File: config.mk
export PLATFORM = sky130hd
export DESIGN_NAME = evreg_top
export DESIGN_NICKNAME = d
export VERILOG_FILES = /design/src/rtl/evreg_pkg.sv /design/src/rtl/evreg_cmd_slot.sv /design/src/rtl/evreg_event_bank.sv /design/src/rtl/evreg_top.sv
export SDC_FILE = /design/constraint.sdc
export NUM_CORES = 1
export LEC_CHECK = 0
export BUFFER_PORTS_ARGS = -buffer_cell sky130_fd_sc_hd__clkbuf_2
export CORE_MARGIN = 2
export CORE_UTILIZATION = 39
export DETAILED_ROUTE_END_ITERATION = 16
export GPL_ROUTABILITY_DRIVEN = 0
export PLACE_DENSITY = 0.81
export SLEW_MARGIN = 10
export SYNTH_ARGS = -nofsm -noshare
export SYNTH_HDL_FRONTEND = slang
export SYNTH_SLANG_ARGS = --single-unit
File: constraint.sdc
create_clock -name clk -period 1.5 [get_ports clk]
set_input_delay 0.15 -clock clk [delete_from_list [all_inputs] [get_ports clk]]
set_output_delay 0.15 -clock clk [all_outputs]
set_load 0.1 [all_outputs]
File: src/rtl/evreg_pkg.sv
package evreg_pkg;
    localparam int DW       = 16;
    localparam int CU_W     = 4;
    localparam int RU_W     = 3;
    localparam int CU_ST_W  = 2;
    localparam int RU_ST_W  = 4;
    localparam int EVT_W    = 8;
    localparam int EVT_LSB  = DW - EVT_W;

    // Writable-to-clear event positions within the upper byte (bit 9 reserved).
    localparam logic [EVT_W-1:0] EVT_ACK = 8'hFD;

    typedef struct packed {
        logic done;     // 15
        logic frame;    // 14
        logic cu_idle;  // 13
        logic ru_nr;    // 12
        logic mgmt;     // 11
        logic swi;      // 10
        logic rsvd;     // 9
        logic pause;    // 8
    } evt_t;

    typedef struct packed {
        logic [5:0]         zero_hi;
        logic               swi;
        logic               mask;
        logic [CU_W-1:0]    cu;
        logic               zero_mid;
        logic [RU_W-1:0]    ru;
    } cmd_word_t;

    typedef struct packed {
        evt_t               evt;
        logic [CU_ST_W-1:0] cu_st;
        logic [RU_ST_W-1:0] ru_st;
        logic [1:0]         zero_lo;
    } stat_word_t;

    function automatic evt_t ack_select(input logic [DW-1:0] w);
        return evt_t'(w[DW-1:EVT_LSB] & EVT_ACK);
    endfunction
endpackage

File: src/rtl/evreg_cmd_slot.sv
module evreg_cmd_slot #(
    parameter int W = 4
) (
    input  logic         clk,
    input  logic         rst,
    input  logic         wr,
    input  logic [W-1:0] wval,
    input  logic         take,
    output logic [W-1:0] q,
    output logic         drop
);
    logic busy;
    logic load;

    assign busy = (q != '0);
    assign load = wr && (wval != '0);
    assign drop = load && busy;

    always_ff @(posedge clk) begin
        if (rst) begin
            q <= '0;
        end else if (busy) begin
            if (take) q <= '0;
        end else if (load) begin
            q <= wval;
        end
    end
endmodule

File: src/rtl/evreg_event_bank.sv
module evreg_event_bank #(
    parameter int W = 8
) (
    input  logic         clk,
    input  logic         rst,
    input  logic [W-1:0] set,
    input  logic [W-1:0] clr,
    output logic [W-1:0] q
);
    for (genvar i = 0; i < W; i++) begin : g_bit
        always_ff @(posedge clk) begin
            if (rst)         q[i] <= 1'b0;
            else if (set[i]) q[i] <= 1'b1;
            else if (clr[i]) q[i] <= 1'b0;
        end
    end
endmodule

File: src/rtl/evreg_top.sv
module evreg_top
    import evreg_pkg::*;
(
    input  logic               clk,
    input  logic               rst,
    input  logic               reg_wr,
    input  logic               reg_sel,
    input  logic [DW-1:0]      reg_wdata,
    output logic [DW-1:0]      reg_rdata,
    output logic [CU_W-1:0]    cu_opcode,
    input  logic               cu_take,
    output logic [RU_W-1:0]    ru_opcode,
    input  logic               ru_take,
    input  logic               ev_cmd_done,
    input  logic               ev_frame_rx,
    input  logic               ev_cu_idle,
    input  logic               ev_ru_notready,
    input  logic               ev_mgmt_done,
    input  logic               ev_pause,
    input  logic [CU_ST_W-1:0] cu_state,
    input  logic [RU_ST_W-1:0] ru_state,
    output logic               irq,
    output logic               cmd_overrun
);
    cmd_word_t  wcmd;
    cmd_word_t  rcmd;
    stat_word_t rstat;
    evt_t       evt_set;
    evt_t       evt_clr;
    evt_t       evt_q;
    logic       cmd_wr;
    logic       stat_wr;
    logic       mask_q;
    logic       overrun_q;
    logic       cu_drop;
    logic       ru_drop;

    assign wcmd    = cmd_word_t'(reg_wdata);
    assign cmd_wr  = reg_wr && reg_sel;
    assign stat_wr = reg_wr && !reg_sel;

    evreg_cmd_slot #(.W(CU_W)) u_cu_slot (
        .clk(clk), .rst(rst), .wr(cmd_wr), .wval(wcmd.cu),
        .take(cu_take), .q(cu_opcode), .drop(cu_drop)
    );

    evreg_cmd_slot #(.W(RU_W)) u_ru_slot (
        .clk(clk), .rst(rst), .wr(cmd_wr), .wval(wcmd.ru),
        .take(ru_take), .q(ru_opcode), .drop(ru_drop)
    );

    always_comb begin
        evt_set         = '0;
        evt_set.done    = ev_cmd_done;
        evt_set.frame   = ev_frame_rx;
        evt_set.cu_idle = ev_cu_idle;
        evt_set.ru_nr   = ev_ru_notready;
        evt_set.mgmt    = ev_mgmt_done;
        evt_set.swi     = cmd_wr && wcmd.swi;
        evt_set.pause   = ev_pause;
        evt_clr         = stat_wr ? ack_select(reg_wdata) : evt_t'('0);
    end

    evreg_event_bank #(.W(EVT_W)) u_events (
        .clk(clk), .rst(rst), .set(evt_set), .clr(evt_clr), .q(evt_q)
    );

    always_ff @(posedge clk) begin
        if (rst) begin
            mask_q    <= 1'b0;
            overrun_q <= 1'b0;
        end else begin
            if (cmd_wr) mask_q <= wcmd.mask;
            if (cu_drop || ru_drop) overrun_q <= 1'b1;
        end
    end

    always_comb begin
        rcmd       = '0;
        rcmd.mask  = mask_q;
        rcmd.cu    = cu_opcode;
        rcmd.ru    = ru_opcode;
        rstat      = '0;
        rstat.evt  = evt_q;
        rstat.cu_st = cu_state;
        rstat.ru_st = ru_state;
        reg_rdata  = reg_sel ? DW'(rcmd) : DW'(rstat);
    end

    assign irq         = !mask_q && (evt_q != '0);
    assign cmd_overrun = overrun_q;
endmodule

# Word-level counts from Yosys, hierarchy flattened
# Cells that the tools add are included.
[totals]
reg_bits = 16
in_bits = 34
output_inout_bits = 25
elab_cells = 62
[op_classes]
n_eq_ne = 2
mux = 22
n_reduce_logical = 27
[ops]
columns = ["operator", "n"]
rows = [
  ["nonzero test 2 bit", 9],
  ["2-to-1 mux 16 bit", 1],
  ["2-to-1 mux 1 bit", 14],
  ["2-to-1 mux 4 bit", 3],
  ["2-to-1 mux 3 bit", 3],
  ["logical AND 1 bit", 8],
  ["2-to-1 mux 8 bit", 1],
  ["nonzero test 4 bit", 2],
  ["nonzero test 8 bit", 1],
  ["nonzero test 3 bit", 2],
  ["!= test 2 bit, second input constant", 2],
  ["AND reduction 2 bit", 2],
  ["logical NOT 1 bit", 2],
  ["logical OR 1 bit", 1],
]

# Longest topological paths before layout
# Gate-level depths: netlist of the first run.
[logic_depth]
ltp_word = 5
mapped_depth = 5
depth_no_buf = 3

# Cells and area by module
# A second synthesis of the first run with hierarchy kept.
[hier_totals]
hier_cells = 96
hier_area_um2 = 979.7
[modules_own_cells]
columns = ["module", "instances", "cells_each", "area_each_um2", "seq_area_each_um2"]
rows = [
  ["evreg_event_bank", 1, 33, 381.6, 160.2],
  ["evreg_top", 1, 39, 301.5, 40.0],
  ["evreg_cmd_slot at u_cu_slot", 1, 13, 167.7, 80.1],
  ["evreg_cmd_slot at u_ru_slot", 1, 11, 128.9, 60.1],
]

# Worst setup path before layout of the first run
# Ideal clock, no wire load.
[synth_path]
kind = "register -> output"
startpoint = "register u_events.q[3]"
endpoint = "output port irq"
t_arrival_ns = 1.856
t_required_ns = 1.350
setup_slack_ns = -0.506
stages_incl_launch_ff = 3
n_path_buf = 0
cell_sequence = "dfxtp_1 > nor3_1 > a21oi_1"
[synth_via]
elab_chain_cells = 2
[synth_lines]
columns = ["element", "line_no", "source"]
rows = [
  ["start: declaration", "evreg_event_bank.sv:8", "output logic [W-1:0] q"],
  ["start signal: indexed assignment", "evreg_event_bank.sv:12", "if (rst) q[i] <= 1'b0;"],
  ["start signal: indexed assignment", "evreg_event_bank.sv:13", "else if (set[i]) q[i] <= 1'b1;"],
  ["start signal: indexed assignment", "evreg_event_bank.sv:14", "else if (clr[i]) q[i] <= 1'b0;"],
  ["nonzero test 8 bit", "evreg_top.sv:90", "assign irq = !mask_q && (evt_q != '0);"],
  ["logical AND 1 bit", "evreg_top.sv:90", ""],
  ["end: declaration", "evreg_top.sv:22", "output logic irq,"],
]
# Every way passes these cells.

# Final worst setup path of the first run
[layout_path]
startpoint = "register u_events.q[6]"
endpoint = "output port irq"
# The elaborated chain is that of the path after synthesis.

==> impl_summary.md, run 1 <==
Timing
The final clock period utilization by the worst path is 0.9511. Setup repair after global routing left no endpoint under its margin. The final-report max-slew violation count was 0. For the pin with the worst max-slew slack, the measured transition is 0.5482 ns.

The worst max-slew margin expressed relative to the limit is 0.6361. For this run, the top clock speed supported by timing is 701.0 MHz. The worst clock skew on the final layout is between 0.005 and 0.006 ns. The hold violation total from the final report came to 0. The shortest clock period the worst path allows after layout is between 1 and 1.5 ns. For the final routed database, the setup TNS stands at 0 ns.

Setup violations remaining at the end of the flow were counted as 0.

Route
In this run the top signal layer used is met4. After detailed routing, the number of vias per cell comes to 5.035. In this run the remaining antenna-violating nets after routing total 0. The routed layout has 861 vias. The sum of met2 wire segment lengths after detailed routing is 1086 um. Summed over all layers, the routed wires come to about 2100 um. The first detailed-routing pass ran for 4 iterations.

Wire segments on met3 add up to 183 um in the final route. The DRC violation count after routing is 0. For this block, the initial DRC count from the detailed router was 11.

The average routed wire per standard cell is 12.41 um. The detailed router put a total of 847 um of wire on met1.

Place
The detailed placement HPWL is 1745 um. Port buffering added 56 buffers. The cell count after placement is 167.

After detailed placement, the total cell area comes to about 1300 um2.

Finish
The synthesis-to-layout area growth is 67.43%. The finished layout cell area is 1376 um2. The number of cells in the finished layout apart from fillers is around 170. In the final layout, the share of cells above drive strength 1 is 0.5764. The layout net count is 179. The filler cells instantiated in the layout total around 150. The number of antenna diodes in the final layout is 0.

Logic synthesis
The area share of the leading cell type in the synthesized netlist is 0.3896. The synthesized netlist occupies a cell area of 822.0 um2. The dominant synthesized flop cell is sky130_fd_sc_hd__dfxtp_1. By area the synthesized netlist is led by sky130_fd_sc_hd__dfxtp_1 (39%), sky130_fd_sc_hd__mux2_2 (8.2%), sky130_fd_sc_hd__a32oi_1 (7.5%). Synthesis produced a netlist with a net count of 125.

During synthesis, Yosys emitted a total of 0 warnings. The sequential cell area fraction in the yosys report is 0.3896. The netlist uses 25 different library cells. The number of storage elements in the synthesis netlist is 16. The number of flops mapped to enable cells by yosys is 0. Ranked by instance count, the synthesized netlist is headed by sky130_fd_sc_hd__dfxtp_1 (16), sky130_fd_sc_hd__nor2_1 (16), sky130_fd_sc_hd__a21oi_1 (7), sky130_fd_sc_hd__a32oi_1 (7), sky130_fd_sc_hd__nor2b_1 (7). Counting flops with an async set or reset pin after synthesis yields a share of 0. In the synthesized netlist, the number of instances is 91. The biggest area consumer among synthesized cells is sky130_fd_sc_hd__dfxtp_1. The mean area per synthesized cell is 9.033 um2.

Global routing
The overall track demand over capacity in global routing is 0.1825. Entering global routing, the biggest net connects 24 pins. The first global-routing pass estimated 3615 um of wire. The via count of the first global-routing pass is 898. The number of antenna violations at the first check in global routing is 0. The total overflow reported by the global router is 0.

Setup path
In this run the worst path has a maximum fanout of 3. The critical path start-end classification is flip-flop to output port. The launching element type of the critical path is a flip-flop. STA classifies the critical path endpoint as an output port.

The worst register-to-register path begins at u_cu_slot.q[2]$_SDFFE_PP0P_. STA puts the critical path data required time at 1.35 ns. The worst register-to-register path ends at cmd_overrun$_SDFFE_PP0P_. The arrival time at the worst endpoint is 1.28 ns. The number of cells on the worst reg-to-reg path is 3. The register-to-register setup slack is 0.39 ns.

Pwr
Across the VDD grid, the largest voltage drop is 655.5 uV. The total power per unit cell area is about 940 nW/um2. For this design the static power due to leakage is about 0.62 nW.

Clock tree
TritonCTS created 3 clock buffers. The clock reaches the later pin of the worst-skew pair after around 0.28 ns. Hold repair after CTS inserted 0 buffers. Counting along the longest clock path gives a buffer depth of 2. In this run the number of H-tree levels came out at 1. After clock tree synthesis, the clock-pin slew on the worst setup and hold paths is 0.10 ns. The clock tree from TritonCTS is yes. The root buffer cell is sky130_fd_sc_hd__clkbuf_4. CTS saw 16 sinks.

Worst hold path
The worst hold path endpoint is u_events.q[6]$_SDFFE_PP0P_. The worst hold path passes through 3 cells. The min-delay analysis places its worst path in the category input port to flip-flop. The worst min-delay path startpoint is ev_frame_rx.

Floorplan
The die width is approximately 50 um. The die is about 50 um tall. The floorplan has 16 rows.

The starting density of the core is 0.4148. The I/O pin total is 59. The die covers 2491 um2. The core region area is 1982 um2.

Status
The run finished with clean final reports.

Job
The max-cap check violation count is 0.
## placed cells by master (no fill, tap or decap), drive strengths merged
cell type and count:
nor4 3, nand2 1, and2 3, nor3 3, conb 1, o22a 1, a21oi 7, a21o 1
a32oi 7, dfxtp 16, nor2b 7, inv 3, mux2i 1, a211oi 1, nor2 16, a22oi 1
buf 15, nand3b 6, clkbuf 45, mux2 6
## kinds of logic after synthesis
kind of cell | share of synthesized area
flip-flops | 0.3897
multiplexers | 0.09436
AO/OA/AOI/OAI | 0.1629
other | 0.004562
buffers and inverters | 0.07154
AND/OR/NAND/NOR | 0.2770
## report_power, final
part           switching (W)  internal [W]  total, W
sequential         0.0000229      0.000450  0.000473
combinational       0.000358      0.000181  0.000539
clock               0.000132      0.000147  0.000280
total               0.000513      0.000778   0.00129
## final cells by class
cell class              count  area, um2  share of cell area
clock buffers               4      36.28             0.02636
inverters                   3      11.26            0.008182
multi-input cells          65      457.9              0.3327
flip-flops and latches     16      329.1              0.2391
well taps                  27      33.78             0.02455
repair buffers             56      508.0              0.3691
## critical path: stages (launching register included)
cell,delay (ns)
sky130_fd_sc_hd__dfxtp_1,0.34
sky130_fd_sc_hd__nor4_2,0.30
sky130_fd_sc_hd__a21oi_2,0.07
sky130_fd_sc_hd__clkbuf_4,0.28
## per-stage QoR
step / setup slack (ns) / hold slack [ns] / utilization / power, W
after CTS: 0.01605 / 0.07352 / 0.6913 / 0.001300
after global placement: 0.2450 / 0.3614 / 0.6717 / 0.001012
after floorplan: -0.3341 / 0.2674 / - / 0.0008535
after detailed placement: 0.2434 / 0.3703 / 0.6717 / 0.001020
final: 0.07337 / 0.07440 / 0.6944 / 0.001292
after global routing: 0.008301 / 0.08542 / 0.6944 / 0.001342
## state kept, by name (all words and copies together), names as in the netlist
name	flops
u_events.q	7
u_cu_slot.q	4
cmd_overrun	1
u_ru_slot.q	3
mask_q	1
## routing by layer
metal  global-route usage  up-vias
li1                     -      428
met4              0.05556        0
met5                    0        -
met1               0.1850      386
met2               0.3644       45
met3              0.03636        2
## repair_timing
| action | 4_1_cts | 5_1_grt |
|---|---|---|
| hold endpoints to repair | 0 | 0 |
| pin swaps | 0 | 0 |
| buffers inserted | 0 | 0 |
| setup endpoints to repair | 1 | 1 |
| gates resized for setup | 1 | 1 |
## worst max path at each step
stage,from,end,slack [ns],cells after the start
after detailed placement,reg_sel,reg_rdata[6],0.24,3
after floorplan,reg_sel,reg_rdata[11],-0.33,2
after global routing,u_events.q[6]$_SDFFE_PP0P_,irq,0.008,3
after CTS,u_events.q[6]$_SDFFE_PP0P_,irq,0.02,3
final,u_events.q[6]$_SDFFE_PP0P_,irq,0.07,3
after global placement,reg_sel,reg_rdata[8],0.25,3
No activity file was read; power rests on OpenSTA's default activity.
==> inputs of run 2 (changes only) <==
Settings changed: ABC_AREA from default to 1, CORE_UTILIZATION 39 to 40, PLACE_DENSITY 0.81 to 0.78.
==> impl_summary.md, run 2 <==
Logic synthesis
The number of unique standard cell types used by synthesis is 22 (was 25). The number of flops mapped to enable cells by yosys is 0 (unchanged). Among all cell types in the netlist, the one instantiated most often is sky130_fd_sc_hd__nand2_1.

The post-synthesis instance total is 134 (was 91). The area share of the leading cell type in the synthesized netlist is 0.3705 (was 0.3896). The net count after synthesis came to 168 (was 125). The sequential cell area fraction in the yosys report was 0.3705 (was 0.3896). The biggest area consumer among synthesized cells is sky130_fd_sc_hd__dfxtp_1 (unchanged). Cell types with the largest area share after synthesis: sky130_fd_sc_hd__dfxtp_1 (37%), sky130_fd_sc_hd__nand2_1 (12%), sky130_fd_sc_hd__a21oi_1 (8.7%) (was sky130_fd_sc_hd__dfxtp_1 (39%), sky130_fd_sc_hd__mux2_2 (8.2%), sky130_fd_sc_hd__a32oi_1 (7.5%)). The number of warnings issued by yosys came to 0 (unchanged).

The dominant synthesized flop cell is sky130_fd_sc_hd__dfxtp_1 (unchanged). The number of storage elements in the synthesis netlist came to 16 (unchanged). Commonest cells in the netlist: sky130_fd_sc_hd__nand2_1 (28), sky130_fd_sc_hd__nor2_1 (20), sky130_fd_sc_hd__inv_1 (18) (was sky130_fd_sc_hd__dfxtp_1 (16), sky130_fd_sc_hd__nor2_1 (16), sky130_fd_sc_hd__a21oi_1 (7), sky130_fd_sc_hd__a32oi_1 (7), sky130_fd_sc_hd__nor2b_1 (7)). The post-synth design cell area is 864.6 um2 (was 822.0 um2). The mean area per synthesized cell is 6.452 um2 (was 9.033 um2).

The fraction of registers with async set/reset came to 0 (unchanged).

Finish
The number of flip-flops under the largest register name is 7 (unchanged). The finished layout cell area is 1469 um2 (was 1376 um2). The final-layout fill cell count is 164 (was 151).

The share of post-route cells with drive strength above 1 is 0.4764 (was 0.5764). The synthesis-to-layout area growth is 69.90% (was 67.43%). The number of diodes added for antenna fixing is 0 (unchanged). Largest registers: u_events.q (7), u_cu_slot.q (4), u_ru_slot.q (3) (unchanged). The number of cells in the finished layout apart from fillers is 218 (was 171). Commonest cells after routing, fill and taps aside: sky130_fd_sc_hd__clkbuf_2 (40), sky130_fd_sc_hd__nand2_1 (28), sky130_fd_sc_hd__inv_1 (16) (was sky130_fd_sc_hd__clkbuf_2 (40), sky130_fd_sc_hd__nor2_1 (16), sky130_fd_sc_hd__buf_12 (15)). The layout net count is 226 (was 179). The final cell utilization of the core is 0.7338 (was 0.6944). The most common library cell in the layout ignoring fill and taps was sky130_fd_sc_hd__clkbuf_2 (unchanged).

The register ranked first by flip-flop count is u_events.q (unchanged).

Floorplan
The core region area was 2002 um2 (was 1982 um2). The floorplan die area is 2549 um2 (was 2491 um2). The starting density of the core is 0.4319 (was 0.4148).

The die width is 50.49 um (was 49.91 um). The height of the chip came to 50.49 um (was 49.91 um). The I/O pin total came to 59 (unchanged). The total number of placement rows came to 16 (unchanged).

Clock tree
The clock tree from TritonCTS is yes (unchanged). The register clock-pin slew on the reported worst setup and hold paths is 0.10 ns (about the same). The number of H-tree levels is 1 (unchanged).

The later-pin clock latency in the skew report was 0.28 ns (about the same). The maximum buffer depth of the clock tree is 2 (unchanged). The root buffer cell was sky130_fd_sc_hd__clkbuf_4 (unchanged). The number of buffers added by the clock tree synthesis step is 3 (unchanged). The clock sink count is 16 (unchanged).

Global routing
The largest net degree at the start of global routing was 17 (was 24). The overall track demand over capacity in global routing is 0.1920 (was 0.1825). The via count of the first global-routing pass is 942 (was 898).

The number of antenna violations at the first check in global routing is 0 (unchanged). The first-pass GRT wire length is 3815 um (was 3615 um). The total overflow reported by the global router is 0 (unchanged).

Setup path
The family with the most delay on the worst path was flip-flops (unchanged). Sequence of cells on the critical path: nor4_2 > a21oi_2 > clkbuf_8 (was nor4_2 > a21oi_2 > clkbuf_4). The sort of element at the end of the critical path is an output port (unchanged). The critical path start-end classification is flip-flop to output port (unchanged). The data required time at the worst endpoint is 1.35 ns (about the same). The buffer and inverter count on the worst path is 1 (unchanged). The depth of the worst register-to-register path is 6 (was 3). The cell count along the critical path is 3 (unchanged). The launching element type of the critical path is a flip-flop (unchanged). The slowest stage cell on the critical path is sky130_fd_sc_hd__dfxtp_1 (unchanged). The arrival time at the worst endpoint is 1.24 ns (was 1.28 ns). The worst-path maximum fanout is 3 (unchanged). The highest cell delay on the worst timing path is 0.35 ns (was 0.34 ns).

Timing
The worst max-slew margin expressed relative to the limit is 0.6364 (was 0.6361). The highest achievable clock rate is 717.0 MHz (was 701.0 MHz). The shortest clock period the worst path allows after layout is 1.395 ns (was 1.427 ns).

The final clock period utilization by the worst path is 0.9298 (was 0.9511). The slew at the pin with the worst max-slew slack is 0.5477 ns (was 0.5482 ns). The hold violation total from the final report is 0 (unchanged).

Setup repair after global routing missed its margin: false (unchanged). The final-report max-slew violation count came to 0 (unchanged). The count of final setup violators is 0 (unchanged). The worst clock skew on the final layout is 0.001306 ns (was 0.005429 ns).

Worst hold path
The number of stages on the worst hold path is 3 (unchanged). The path category of the worst min-delay check is input port to flip-flop (unchanged).

Pwr
The leakage power summed over all cells was 0.6963 nW (was 0.6205 nW). The worst-case vdd ir drop is 709.8 uV (was 655.5 uV). The overall power consumption is 0.001286 W (was 0.001292 W). The total power per unit cell area is 875.7 nW/um2 (was 938.5 nW/um2).

Place
The number of buffers added on ports is 56 (unchanged). The detailed placement HPWL is 1905 um (was 1745 um). The placement-stage cell area was 1428 um2 (was 1331 um2). The cell count after placement is 214 (was 167).

Route
The via-per-instance ratio was 4.798 (was 5.035). The detailed router's first-iteration violation count is 17 (was 11). The number of nets with antenna violations after routing is 0 (unchanged). The number of optimization iterations in the first detailed-route pass is 4 (unchanged). The via count is 1,046 (was 861). The final routed wirelength across all metal layers is 2365 um (was 2122 um). The average routed wire per standard cell is 10.85 um (was 12.41 um).

The DRC violation count after routing came to 0 (unchanged).

Status
Result of the run: completed (unchanged).

Job
The max-cap check violation count was 0 (unchanged).
## run 2: cell count changes after synthesis, sizes merged, moves of 7 or more
cell	change
nand2	+30
inv	+17
nand3	+14
a21oi	+8
a32oi	-7
nor2b	-7
## run 2: metrics by stage
step	hold slack (ns)	worst slack [ns]	setup TNS, ns
2_1_floorplan	0.2094	-0.08440	-0.08440
3_3_place_gp	0.3557	0.2382	0
3_5_place_dp	0.3624	0.2312	0
4_1_cts	0.06333	0.04891	0
5_1_grt	0.07925	0.02675	0
6_report	0.06660	0.1053	0
## run 2: timing repair
action                     CTS  global route
hold buffers                 0             0
gates resized for setup      2             1
setup buffers                0             0
setup endpoints to repair    1             1
## run 2: cell families (layout without fill, tap and decap cells)
logic type | Yosys count | count (layout) | share of synthesized area
buf+inv | 25 | 82 | 0.1302
flops | 16 | 16 | 0.3705
other cells | 1 | 1 | 0.004337
simple gates | 69 | 69 | 0.3560
compound gates | 23 | 23 | 0.1389
## run 2: final timing paths
kind,endpoint,from,slack (ns)
min reg2reg,cmd_overrun$_SDFFE_PP0P_,cmd_overrun$_SDFFE_PP0P_,0.47
min,u_events.q[3]$_SDFFE_PP0P_,ev_mgmt_done,0.07
max reg2reg,u_cu_slot.q[1]$_SDFFE_PP0P_,u_cu_slot.q[2]$_SDFFE_PP0P_,0.37
max,irq,u_events.q[3]$_SDFFE_PP0P_,0.11
## run 2: metal layers
| layer | part of all wire | track usage |
|---|---|---|
| met3 | 0.062 | 0.02679 |
| met2 | 0.55 | 0.3596 |
| met1 | 0.38 | 0.2175 |
| met4 | 0.0085 | 0.07207 |
| met5 | 0 | 0 |
## run 2: report_power, final
group	internal [W]	total (W)	switching, W
Combinational	0.000166	0.000581	0.000414
Clock	0.0000966	0.000236	0.000140
Sequential	0.000448	0.000469	0.0000214
Total	0.000711	0.00129	0.000575
## run 2: layout make-up
class	count	area (um2)	share of cell area
Multi-Input combinational cell	93	515.5	0.3509
Timing Repair Buffer	58	466.7	0.3177
Sequential cell	16	339.1	0.2308
Inverter	20	87.58	0.05963
Tap cell	27	33.78	0.02300
Clock buffer	3	22.52	0.01533
Clock inverter	1	3.754	0.002555
## run 2: worst reg2reg max path, delay by kind of cell, from the launching register on
kind            cells  cell delay, ns
compound gates      1            0.06
simple gates        4            0.48
flops               1            0.36
buf+inv             1            0.11
